`src/rtl/ktree_pkg.sv`:
```
package ktree_pkg;
    localparam int KT_NODE_W  = 10;
    localparam int KT_DATA_W  = 8;
    localparam int KT_FIDX_W  = 3;
    localparam int KT_LABEL_W = 4;

    typedef enum logic [1:0] {
        GATE_BUF  = 2'd0,
        GATE_XOR  = 2'd1,
        GATE_XNOR = 2'd2
    } gate_e;

    typedef struct packed {
        gate_e                 gate;
        logic                  term;
        logic [KT_FIDX_W-1:0]  fidx;
        logic [KT_DATA_W-1:0]  thresh;
        logic [KT_NODE_W-1:0]  nxt_t;
        logic [KT_NODE_W-1:0]  nxt_f;
    } node_t;

    typedef struct packed {
        logic                  busy;
        logic [KT_NODE_W-1:0]  state;
        logic                  done;
        logic [KT_LABEL_W-1:0] label;
    } eng_t;

    function automatic node_t kt_mk(gate_e g, logic term, int f, int th, int t, int fl);
        node_t n;
        n.gate   = g;
        n.term   = term;
        n.fidx   = KT_FIDX_W'(f);
        n.thresh = KT_DATA_W'(th);
        n.nxt_t  = KT_NODE_W'(t);
        n.nxt_f  = KT_NODE_W'(fl);
        return n;
    endfunction

    // Default locked tree; gated nodes store their trained children swapped.
    function automatic node_t kt_default_node(int idx);
        case (idx)
            0:       return kt_mk(GATE_XOR,  1'b0, 0, 100, 2, 1);
            1:       return kt_mk(GATE_XNOR, 1'b0, 1, 50,  4, 3);
            2:       return kt_mk(GATE_BUF,  1'b1, 2, 200, 5, 6);
            3:       return kt_mk(GATE_XOR,  1'b1, 3, 30,  2, 1);
            4:       return kt_mk(GATE_XNOR, 1'b1, 4, 128, 4, 3);
            default: return kt_mk(GATE_BUF,  1'b1, 0, 0,   0, 0);
        endcase
    endfunction
endpackage

```
`src/rtl/ktree_feat_mem.sv`:
```
module ktree_feat_mem
    import ktree_pkg::*;
#(
    parameter int FIDX_W = KT_FIDX_W,
    parameter int DATA_W = KT_DATA_W
) (
    input  logic              clk,
    input  logic              rst_n,
    input  logic              wr_en,
    input  logic [FIDX_W-1:0] wr_addr,
    input  logic [DATA_W-1:0] wr_data,
    input  logic [FIDX_W-1:0] rd_addr,
    output logic [DATA_W-1:0] rd_data
);
    localparam int DEPTH = 1 << FIDX_W;

    logic [DATA_W-1:0] mem_d [DEPTH];
    logic [DATA_W-1:0] mem_q [DEPTH];

    for (genvar g = 0; g < DEPTH; g++) begin : g_word
        always_comb begin
            mem_d[g] = mem_q[g];
            if (wr_en && (wr_addr == FIDX_W'(g))) mem_d[g] = wr_data;
        end

        always_ff @(posedge clk) begin
            if (!rst_n) mem_q[g] <= '0;
            else        mem_q[g] <= mem_d[g];
        end
    end

    assign rd_data = mem_q[rd_addr];
endmodule

```
`src/rtl/ktree_node_rom.sv`:
```
module ktree_node_rom
    import ktree_pkg::*;
#(
    parameter int N_NODES = 8
) (
    input  logic [KT_NODE_W-1:0] idx,
    output node_t                entry
);
    localparam int IDX_W = (N_NODES > 1) ? $clog2(N_NODES) : 1;

    node_t tbl [N_NODES];

    for (genvar g = 0; g < N_NODES; g++) begin : g_node
        assign tbl[g] = kt_default_node(g);
    end

    always_comb begin
        if ({1'b0, idx} < (KT_NODE_W+1)'(N_NODES))
            entry = tbl[idx[IDX_W-1:0]];
        else
            entry = kt_mk(GATE_BUF, 1'b1, 0, 0, 0, 0);
    end
endmodule

```
`src/rtl/ktree_key_gate.sv`:
```
module ktree_key_gate
    import ktree_pkg::*;
(
    input  logic  raw,
    input  gate_e gate,
    input  logic  key_bit,
    output logic  keyed
);
    always_comb begin
        case (gate)
            GATE_XOR:  keyed = raw ^ key_bit;
            GATE_XNOR: keyed = ~(raw ^ key_bit);
            default:   keyed = raw;
        endcase
    end
endmodule

```
`src/rtl/keyed_tree_engine.sv`:
```
module keyed_tree_engine
    import ktree_pkg::*;
#(
    parameter int N_NODES = 8
) (
    input  logic                  clk,
    input  logic                  rst_n,
    input  logic                  start,
    input  logic [N_NODES-1:0]    key,
    input  logic                  feat_we,
    input  logic [KT_FIDX_W-1:0]  feat_addr,
    input  logic [KT_DATA_W-1:0]  feat_data,
    output logic                  busy,
    output logic                  done,
    output logic [KT_LABEL_W-1:0] label
);
    localparam int IDX_W = (N_NODES > 1) ? $clog2(N_NODES) : 1;

    eng_t                 eng_d, eng_q;
    node_t                node;
    logic [KT_DATA_W-1:0] fval;
    logic                 raw_le, take_t, key_bit;

    ktree_node_rom #(.N_NODES(N_NODES)) u_rom (
        .idx   (eng_q.state),
        .entry (node)
    );

    ktree_feat_mem #(.FIDX_W(KT_FIDX_W), .DATA_W(KT_DATA_W)) u_feat (
        .clk     (clk),
        .rst_n   (rst_n),
        .wr_en   (feat_we),
        .wr_addr (feat_addr),
        .wr_data (feat_data),
        .rd_addr (node.fidx),
        .rd_data (fval)
    );

    always_comb begin
        if ({1'b0, eng_q.state} < (KT_NODE_W+1)'(N_NODES))
            key_bit = key[eng_q.state[IDX_W-1:0]];
        else
            key_bit = 1'b0;
    end

    assign raw_le = (fval <= node.thresh);

    ktree_key_gate u_gate (
        .raw     (raw_le),
        .gate    (node.gate),
        .key_bit (key_bit),
        .keyed   (take_t)
    );

    always_comb begin
        eng_d      = eng_q;
        eng_d.done = 1'b0;
        if (!eng_q.busy) begin
            if (start) eng_d.busy = 1'b1;
        end else if (node.term) begin
            eng_d.label = take_t ? node.nxt_t[KT_LABEL_W-1:0] : node.nxt_f[KT_LABEL_W-1:0];
            eng_d.done  = 1'b1;
            eng_d.busy  = 1'b0;
            eng_d.state = '0;
        end else begin
            eng_d.state = take_t ? node.nxt_t : node.nxt_f;
        end
    end

    always_ff @(posedge clk) begin
        if (!rst_n) eng_q <= '0;
        else        eng_q <= eng_d;
    end

    assign busy  = eng_q.busy;
    assign done  = eng_q.done;
    assign label = eng_q.label;


    done_single_chk: assert property (@(posedge clk) disable iff (!rst_n)
        done |=> !done);

    label_hold_chk: assert property (@(posedge clk) disable iff (!rst_n)
        !done |-> $stable(label));

    done_idle_chk: assert property (@(posedge clk) disable iff (!rst_n)
        done |-> (!busy && eng_q.state == '0));

    idle_root_chk: assert property (@(posedge clk) disable iff (!rst_n)
        !busy |-> eng_q.state == '0);

    start_take_chk: assert property (@(posedge clk) disable iff (!rst_n)
        (!busy && start) |=> (busy && eng_q.state == '0));

    walk_on_chk: assert property (@(posedge clk) disable iff (!rst_n)
        (busy && !node.term) |=> (busy && !done));
endmodule

```
`config.mk`:
```
export PLATFORM = sky130hd
export DESIGN_NAME = keyed_tree_engine
export DESIGN_NICKNAME = d
export VERILOG_FILES = /design/src/rtl/ktree_pkg.sv /design/src/rtl/ktree_feat_mem.sv /design/src/rtl/ktree_node_rom.sv /design/src/rtl/ktree_key_gate.sv /design/src/rtl/keyed_tree_engine.sv
export SDC_FILE = /design/constraint.sdc
export NUM_CORES = 1
export LEC_CHECK = 0
export ABC_AREA = 1
export BUFFER_PORTS_ARGS = -buffer_cell sky130_fd_sc_hd__buf_4
export CAP_MARGIN = 5
export CORE_ASPECT_RATIO = 1.1
export CORE_MARGIN = 1
export CORE_UTILIZATION = 63
export CTS_CLUSTER_DIAMETER = 200
export DETAILED_ROUTE_END_ITERATION = 10
export PLACE_DENSITY = 0.88
export SLEW_MARGIN = 30
export SYNTH_ARGS = -nofsm -noshare
export SYNTH_HDL_FRONTEND = slang
export SYNTH_HIERARCHICAL = 1
export SYNTH_SLANG_ARGS = --single-unit
```
`constraint.sdc`:
```
create_clock -name clk -period 9.9 [get_ports clk]
set_clock_uncertainty 0.15 [all_clocks]
set_input_delay 0.495 -clock clk [delete_from_list [all_inputs] [get_ports clk]]
set_output_delay 0.495 -clock clk [all_outputs]
set_load 0.05 [all_outputs]
```
* Word-level counts from Yosys, hierarchy flattened
Memory sizes are Yosys's and may differ from the RTL's.
Cells that the tools add are included.
** Word-level totals
- Register bits :: 16
- Memory bits (writable) :: 64
- ROM bits :: 272
- Bits of input ports :: 23
- Output and inout port bits :: 6
- Logic and storage cells :: 89
- Memories :: 2
** Operators by class
- Order comparisons :: 4
- Eq/ne operators :: 17
- Multiplexer cells :: 32
- Bitwise operators :: 11
- Reductions and logical operators :: 19
** Memory list
- (no name shown) :: depth 8, bits a word 34, read ports 1, clocked after memory_dff 0, wr ports 0, line ktree_node_rom.sv:19 : entry = tbl[idx[IDX_W-1:0]];
- u_feat.mem_q :: depth 8, bits a word 8, read ports 1, clocked after memory_dff 0, wr ports 8, line ktree_feat_mem.sv:18 : logic [DATA_W-1:0] mem_q [DEPTH];
** Operators by type and width (number)
- 2-to-1 mux 8 bit :: 16
- 2-to-1 mux 34 bit :: 3
- 2-to-1 mux 10 bit :: 2
- AND reduction 2 bit :: 10
- equality test 3 bit (second input constant) :: 4
- less-than comparator 10 x 4 -> 1 bit (second input constant) :: 1
- less-or-equal comparator 8 bit :: 1
- logical AND 1 bit :: 8
- inequality test 1 bit (second input constant) :: 8
- bitwise OR 1 bit :: 8
- 2-to-1 mux 1 bit :: 7
- equality test 3 x 2 -> 1 bit (second input constant) :: 2
- 2-to-1 mux 5 bit :: 1
- >= comparator 4 bit (second input constant) :: 1
- less-than comparator 3 x 4 -> 1 bit (second input constant) :: 1
- 2-to-1 mux 4 bit :: 1
- inverter 3 -> 4 bit :: 1
- binary-select mux 1 bit (select 3 bit) :: 1
- equality test 3 x 1 -> 1 bit (second input constant) :: 1
- logical NOT 3 bit :: 1
- equality test 2 x 1 -> 1 bit (second input constant) :: 1
- equality test 2 bit (second input constant) :: 1
- case mux 1 bit (2 select lines) :: 1
- inverter 1 bit :: 1
- bitwise XOR 1 bit :: 1

* Logic depth before layout (Yosys ltp)
Gate-level depths: netlist of the first run.
An unclocked memory read counts as a cell.
- Depth in word-level cells :: 12
- Depth in mapped cells :: 34
- Mapped depth without buffers :: 31

* By module
Netlist of the first run, hierarchy kept.
** By module, submodules not included
- ktree_feat_mem :: times used 1, cells an instance 386, area each 3349.5 um^2
- keyed_tree_engine :: times used 1, cells an instance 151, area each 1017.2 um^2
- ktree_node_rom :: times used 1, cells an instance 66, area each 375.4 um^2
- ktree_key_gate :: times used 1, cells an instance 17, area each 87.6 um^2

* Worst setup path after synthesis of the first run
Ideal clock, no wire load.
- Path type :: register to register
- Start point :: reg eng_q[5] (netlist bit)
- End point :: reg eng_q[11] (netlist bit)
- Library setup time :: 0.123 ns
- Data arrival time :: 3.066 ns
- Required time :: 9.627 ns
- Path slack :: 6.561 ns
- Cell stages (with the launch flop) :: 28
- Buffers on the path :: 4
- Period minus slack after synthesis :: 3.339 ns
- Cells stage by stage :: dfxtp_1 -> inv_1 -> nor2_1 -> inv_1 -> nor2_1 -> buf_4 -> buf_2 -> buf_2 -> nand2_1 -> nand3_1 -> nand2_1 -> nand2_1 -> nand2_1 -> ha_1 -> a21oi_1 -> nor2_1 -> nor2_1 -> nand2_1 -> nand2_1 -> inv_2 -> nand2_1 -> nand3_1 -> nand3_1 -> nand2_1 -> buf_6 -> or2_2 -> o211ai_1 -> a21oi_1
** RTL lines
- start, declared :: line keyed_tree_engine.sv:19 : eng_t eng_d, eng_q;
- start signal, assigned :: line keyed_tree_engine.sv:72 : else eng_q <= eng_d;

==> impl_metrics.tcl, run 1 <==
set metrics [dict create \
    yosys.area.top_type_share_pct 39.8 \
    post-route-util_pct 69.2 \
    fin_ws_ps 5640 \
    areaGrowthSynthToFinish_pct 6.45 \
    cts_root_buf "clkbuf_8" \
    grt_max_degree 36 \
    cts_sinks 80 \
    hold_viol 0 \
    dieHeight_um 93.8 \
    viasPerCell 5.26 \
    dr.pass1.iters 5 \
    yosysUniqueCellTypes 30 \
    drt_iter0_drc 229 \
    slew_viol_final 0 \
    fin_nets 669 \
    relSlewSlack_pct 52.2 \
    coreArea_um2 7430 \
    hold_class "input pin to register" \
    fin_crit_sh_pct 43.0 \
    place_ws_ps 5760 \
    crit_required_ps 9990 \
    holdWs_ps 263 \
    cp.arrival_ps 4350 \
    ys_seq_area_share_pct 46.4 \
    crit_family "simple AND/OR/NAND/NOR gates" \
    tightestPinTransition_ps 715 \
    nFillCells 582 \
    grt-ovfl-total 0 \
    ant_nets 0 \
    powerDensity_nw_per_um2 194 \
    crit_buf_inv 4 \
    vias 3817 \
    cts_tree "built" \
    cts_max_path_buffers 2 \
    cts_setup_buffers 0 \
    dieWidth_um 85.5 \
    synth_area_leaders "edfxtp_1, nand2_1, inv_1" \
    synth_ff_type "edfxtp_1" \
    gp_congestion 0.890 \
    fmax_mhz 235 \
    leakagePower_uw 0.00250 \
    cts_buffers 9 \
    netlist_area_um2 4830 \
    cts.htree.levels 3 \
    placed_area_um2 4920 \
    fin_area_um2 5140 \
    cp_slowest_cell "nor2_2" \
    cts_resized 0 \
    synth-seq-cells 80 \
    antenna_found_initial 0 \
    criticalPathCategory "register to register" \
    path_clk_slew_ps 80 \
    max_stage_delay_ps 590 \
    io_pins 29 \
    grt_first_pass_wirelength_um 16700 \
    setup_viol 0 \
    crit_top_cell "nand2_1" \
    port_buffers 28 \
    netlist_instances 620 \
    rows 33 \
    antenna-diode-count 0 \
    yosysMostFrequentCell "nand2_1" \
    rsz0062_at_grt "no" \
    grt_pass1_vias 3665 \
    fin_setup_tns_ps 0 \
    period_minus_slack_ps 4260 \
    wire_per_inst_um 13.9 \
    status "finished, final reports clean" \
    maxCapViolations 0 \
    ir_worst_vdd_mv 0.112 \
    yosysWarnings 6 \
    synth_top_cell_by_area "edfxtp_1" \
    die_area_um2 8020 \
    initial_core_util_pct 65.0 \
    async_flop_share_pct 0 \
    crit_path_max_fanout 18 \
    clock_latency_ps 350 \
    drt-total-wl_um 10100 \
    yosys-top-cells-count "nand2_1, inv_1, nor2_1" \
    drive_gt1_share_pct 12.2 \
    route.detailed.drc 0 \
    synth-edff-count 64 \
    dp_hpwl_um 7290 \
    grt.total_usage_pct 27.6 \
    cts_hold_buf 0 \
    worstPathCellList "inv_1 -> nand2_1 -> nor2_1 -> nand3_1 -> nor2_2 -> inv_2 -> nand3_1 -> nand2_1 -> nand2_1 -> nand2_1 -> ha_1 -> nand2_1 -> nor2_1 -> nand2_1 -> nand2_1 -> nand2_1 -> inv_2 -> nand2_1 -> nand3b_1 -> nand3_1 -> nand2_1 -> clkinv_1 -> o211ai_1 -> a21oi_1" \
    end_kind "register" \
    syn_area_per_cell_um2 7.79 \
    start_kind "register" \
]
-- layout by cell type (no fill, tap or decap), types with 3 or more instances in the layout --
master and n:
o211ai_1 6, ha_1 13, or2_1 5, buf_4 29, a21oi_1 15, nand2_1 189
nand3_4 7, edfxtp_1 64, nor2_1 75, clkbuf_8 9, inv_2 8, inv_1 105
dfxtp_1 16, nand3_1 45, nor2_4 3, conb_1 15, nor2_2 12
-- state kept, by name (all words and copies together), names as in the netlist --
signal        count
u_feat/mem_q     64
busy              1
label             4
done              1
eng_q            10
-- routing by layer --
metal	global-route usage (%)	share of wire [%]
met5	0	0
met2	49.9	52
met1	30.8	40
met4	14.6	3.5
met3	5.27	4.6
-- area by class of cell --
| class | instances | area, um2 | area share (%) |
|---|---|---|---|
| Sequential cell | 80 | 2240 | 43.6 |
| Multi-Input combinational cell | 398 | 1920 | 37.4 |
| Inverter | 115 | 432 | 8.40 |
| Timing Repair Buffer | 29 | 218 | 4.23 |
| Clock buffer | 10 | 128 | 2.48 |
| Tap cell | 87 | 109 | 2.12 |
| Clock inverter | 6 | 92.6 | 1.80 |
-- report_power, final --
group	internal [uW]	switching, uW
clock	143	124
sequential	391	14.7
combinational	102	223
total	637	362
-- per-stage QoR --
step	total power, uW	std cells
6_report	999	725
5_1_grt	1060	725
2_1_floorplan	687	634
3_5_place_dp	732	709
4_1_cts	995	725
3_3_place_gp	718	709
-- kinds of logic (layout without fill, tap and decap cells) --
family                   Yosys count  in the layout  share of synthesized area, %
AO/OA/AOI/OAI                     24             24                          2.85
buffers and inverters            156            160                          15.0
flip-flops                        80             80                          46.4
AND/OR/NAND/NOR                  346            346                          32.3
adder cells (fa/ha/maj)           13             13                          3.37
other                              1             15                        0.0776
-- final timing paths --
check / from / to / slack [ps] / cells past startpoint
min: start / busy / 260 / 3
max reg2reg: eng_q[9] / eng_q[10] / 5640 / 24
max: eng_q[9] / eng_q[10] / 5640 / 24
min reg2reg: label[0] / label[0] / 330 / 2
-- worst reg2reg max path, cell delays in order (launching register included) --
cell,delay (ps)
dfxtp_1,340
inv_1,80
nand2_1,50
nor2_1,150
nand3_1,180
nor2_2,590
inv_2,290
nand3_1,170
nand2_1,60
nand2_1,50
nand2_1,50
ha_1,300
nand2_1,90
nor2_1,150
nand2_1,70
nand2_1,50
nand2_1,100
inv_2,80
nand2_1,40
nand3b_1,80
nand3_1,70
nand2_1,260
clkinv_1,330
o211ai_1,270
a21oi_1,90
(Power assumes the default switching activity.)
==> run 2: changes to the inputs <==
Settings changed: CORE_UTILIZATION 63 to 62, PLACE_DENSITY 0.88 to 0.87.
Clock period 9.9 ns to 4.15 ns, I/O delays scaled along.
==> impl_metrics.tcl, run 2 (synthesis results as in run 1) <==
set metrics [dict create \
    status "finished, final reports clean" \
    dr.pass1.iters 7 \
    start_kind "register" \
    regMostFlops "u_feat/mem_q" \
    cts_buffers 9 \
    tightestPinTransition_ps 787 \
    crit_top_cell "nand2_1" \
    fin_nets 673 \
    vias 3836 \
    end_kind "register" \
    grt_first_pass_wirelength_um 16400 \
    wire_per_inst_um 13.5 \
    period_minus_slack_ps 3720 \
    final_cell_mix "nand2_1, inv_1, nor2_1" \
    hold_class "input pin to register" \
    cts_max_path_buffers 2 \
    areaGrowthSynthToFinish_pct 6.74 \
    hold_viol 0 \
    criticalPathCategory "register to register" \
    ant_nets 0 \
    grt_pass1_vias 3680 \
    setup_viol 0 \
    slew_viol_final 0 \
    coreArea_um2 7510 \
    route.detailed.drc 0 \
    fmax_mhz 269 \
    grt.total_usage_pct 26.9 \
    drive_gt1_share_pct 12.6 \
    layout_commonest_cell "nand2_1" \
    drt-total-wl_um 10100 \
    worstPathCellList "inv_1 -> nor2_1 -> inv_1 -> nor2_2 -> buf_6 -> nand2_1 -> nand3_1 -> nand2_1 -> nand2_1 -> nand2_1 -> ha_1 -> nand2_1 -> nor2_1 -> nand4_1 -> nand2_1 -> nand2_1 -> nand3_1 -> nand3_1 -> nand2_2 -> clkinvlp_4 -> o211ai_1 -> a21oi_1" \
    path_clk_slew_ps 90 \
    cts_tree "built" \
    crit_required_ps 4240 \
    antenna-diode-count 0 \
    ir_worst_vdd_mv 0.198 \
    cts_sinks 80 \
    cp_slowest_cell "dfxtp_1" \
    antenna_found_initial 0 \
    dieHeight_um 94.6 \
    maxCapViolations 0 \
    holdWs_ps 141 \
    fin_area_um2 5150 \
    initial_core_util_pct 64.3 \
    nFillCells 596 \
    placed_area_um2 4960 \
    clock_latency_ps 350 \
    grt_max_degree 33 \
    largest_reg_flops 64 \
    fin_setup_tns_ps 0 \
    cp.arrival_ps 3810 \
    port_buffers 28 \
    rows 33 \
    gp_congestion 0.887 \
    grt-ovfl-total 0 \
    leakagePower_uw 0.00250 \
    drt_iter0_drc 309 \
    fin_crit_sh_pct 89.6 \
    cts_root_buf "clkbuf_8" \
    dieWidth_um 86.2 \
    cts.htree.levels 3 \
    relSlewSlack_pct 47.2 \
    powerDensity_nw_per_um2 442 \
    dp_hpwl_um 7080 \
    viasPerCell 5.14 \
    rsz0062_at_grt "no" \
    die_area_um2 8150 \
    power_uw 2280 \
    crit_path_max_fanout 25 \
    max_stage_delay_ps 480 \
    io_pins 29 \
]
run 2: area by class of cell:
type,count,area [um2],area share (%)
clock inverters,6,43.8,0.850
repair buffers,33,254,4.93
well taps,105,131,2.55
clock buffers,10,128,2.48
multi-input cells,398,1920,37.3
inverters,115,435,8.45
flip-flops and latches,80,2240,43.5
run 2: critical path, delay by kind of cell (launching register included):
| kind | cells | cell delay (ps) |
|---|---|---|
| adders and majority gates | 1 | 300 |
| and+or+nand+nor | 15 | 1670 |
| AOI/OAI and AO/OA | 2 | 340 |
| DFF | 1 | 480 |
| buffers and inverters | 4 | 660 |
run 2: stage by stage:
stage	util [%]	setup slack, ps	instances
2_1_floorplan	-	811	634
4_1_cts	68.5	276	747
6_report	68.6	432	747
3_3_place_gp	66.1	522	730
3_5_place_dp	66.1	342	730
5_1_grt	68.6	17.4	747
run 2: final timing paths:
path,start,end,slack (ps),cells after the start
max,eng_q[5],eng_q[12],430,22
min,feat_data[5],u_feat/mem_q[6][5],140,3
max reg2reg,eng_q[5],eng_q[12],430,22
min reg2reg,label[1],label[1],320,2
run 2: where the power goes:
part           switching, uW  internal, uW
sequential              33.8           934
combinational            540           254
clock                    299           220
total                    873          1410
run 2: metal layers:
layer,up-vias,routed length [um],global-route usage (%)
met5,-,0,0
met4,0,331,13.1
met3,32,611,4.55
met2,148,5410,50.9
met1,1756,3730,28.9
li1,1900,-,-
run 2: what timing repair did:
item,in CTS,in global routing
buffers inserted,0,0
endpoints found under the setup margin,0,12
hold endpoints to repair,1,0
hold buffers,1,0
resized for setup,0,3
==> run 3: changes to the inputs <==
Settings changed: CORE_MARGIN 1 to 4.
==> impl_metrics.tcl, run 3 (synthesis results as in run 1) <==
set metrics [dict create \
    io_pins 29 \
    tightestPinTransition_ps 721 \
    maxCapViolations 0 \
    min_to "busy" \
    dieHeight_um 101 \
    grt_max_degree 33 \
    grt_first_pass_wirelength_um 17600 \
    layout.cells.non_filler 744 \
    regMostFlops "u_feat/mem_q" \
    status "finished, final reports clean" \
    cts.htree.levels 3 \
    rsz0062_at_grt "no" \
    place_inst 728 \
    rows 33 \
    cp.arrival_ps 3890 \
    hold_viol 0 \
    largest_reg_flops 64 \
    viasPerCell 5.18 \
    end_kind "register" \
    die_area_um2 9270 \
    crit_top_cell "nand2_1" \
    powerDensity_nw_per_um2 460 \
    final_cell_mix "nand2_1, inv_1, nor2_1" \
    drt-total-wl_um 10500 \
    relSlewSlack_pct 51.6 \
    slew_viol_final 0 \
    route.detailed.drc 0 \
    met3_usage_pct 4.85 \
    coreArea_um2 7510 \
    grt-ovfl-total 0 \
    worstHoldStart "rst_n" \
    dr.pass1.iters 4 \
    ir_worst_vdd_mv 0.259 \
    cp_slowest_cell "dfxtp_1" \
    grt_use_met1_pct 26.6 \
    cts_setup_buffers 0 \
    grt-busiest-layer "met2" \
    holdWs_ps 147 \
    r2r_slack_ps 340 \
    period_minus_slack_ps 3810 \
    dieWidth_um 92.2 \
    placed_area_um2 4950 \
    cts_buffers 9 \
    grt_pass1_vias 3923 \
    clock_latency_ps 350 \
    fin_area_um2 5190 \
    antenna_found_initial 0 \
    cts_root_buf "clkbuf_8" \
    wire_per_inst_um 14.0 \
    drive_gt1_share_pct 12.5 \
    grt.total_usage_pct 24.3 \
    hold_class "input pin to register" \
    criticalPathCategory "register to register" \
    crit_required_ps 4230 \
    fmax_mhz 263 \
    fin_nets 671 \
    grt_use_met2_pct 44.4 \
    r2r-start "eng_q[12]" \
    hold_depth 3 \
    r2r_end "eng_q[6]" \
    fin_crit_sh_pct 91.7 \
    cts_tree "built" \
    leakagePower_uw 0.00252 \
    max_stage_delay_ps 330 \
    areaGrowthSynthToFinish_pct 7.38 \
    r2r_cells 29 \
    gp_congestion 0.864 \
    start_kind "register" \
    port_buffers 28 \
    vias 3853 \
    fin_setup_tns_ps 0 \
    antenna-diode-count 0 \
    path_clk_slew_ps 80 \
    setup_viol 0 \
    drt_iter0_drc 258 \
    crit_family "simple AND/OR/NAND/NOR gates" \
    dp_hpwl_um 7550 \
    ant_nets 0 \
    initial_core_util_pct 64.3 \
    cts_sinks 80 \
    crit_path_max_fanout 32 \
    cts_max_path_buffers 2 \
    crit_buf_inv 4 \
    layout_commonest_cell "nand2_1" \
]
==> run 3: cell types whose count changed in the layout (fill, tap and decap cells not counted), sizes merged <==
cell and change:
buf -2, bufinv +2, clkinv +2, clkinvlp -3
inv -2
==> run 3: worst min-delay path, delay by kind of cell <==
| kind | cells | cell delay (ps) |
|---|---|---|
| AO/OA/AOI/OAI | 2 | 160 |
| buffers and inverters | 1 | 230 |
==> run 3: routing by layer <==
| layer | share of wire, % | up-vias |
|---|---|---|
| li1 | - | 1896 |
| met1 | 39 | 1770 |
| met2 | 51 | 155 |
| met3 | 6.4 | 32 |
| met4 | 3.2 | 0 |
| met5 | 0 | - |
==> run 3: power breakdown <==
| part | internal, uW | switching (uW) |
|---|---|---|
| Clock | 337 | 281 |
| Sequential | 934 | 36.5 |
| Combinational | 250 | 545 |
| Total | 1520 | 862 |
==> run 3: area by class of cell <==
class / count / area (um2)
clock buffer: 10 / 128
clock inverter: 5 / 82.6
fill: 611 / 2330
inverter: 115 / 438
multi-input combinational: 398 / 1920
sequential: 80 / 2240
tap: 105 / 131
timing repair buffer: 31 / 243
==> run 3: worst max path at each step <==
| stage | endpoint | from | slack (ps) | cells past startpoint |
|---|---|---|---|---|
| floorplan | eng_q[11] | eng_q[5] | 810 | 27 |
| global placement | eng_q[11] | eng_q[14] | 430 | 25 |
| detailed placement | eng_q[12] | eng_q[5] | 160 | 24 |
| CTS | eng_q[6] | eng_q[5] | 150 | 28 |
| global route | eng_q[5] | eng_q[14] | 20 | 26 |
| finish | eng_q[6] | eng_q[12] | 340 | 29 |
==> run 3: repair_timing <==
action / CTS / global route
hold buffers: 1 / 0
endpoints found under the setup margin: 0 / 12
gates resized for setup: 0 / 7
hold endpoints to repair: 1 / 0
==> run 3: per-stage QoR <==
stage	power [uW]	setup WS, ps	util, %
after CTS	2360	147	68.8
final	2380	344	69.0
after detailed placement	1760	164	65.9
after global routing	2530	19.6	69.0
after global placement	1710	432	65.9
after floorplan	1640	811	-
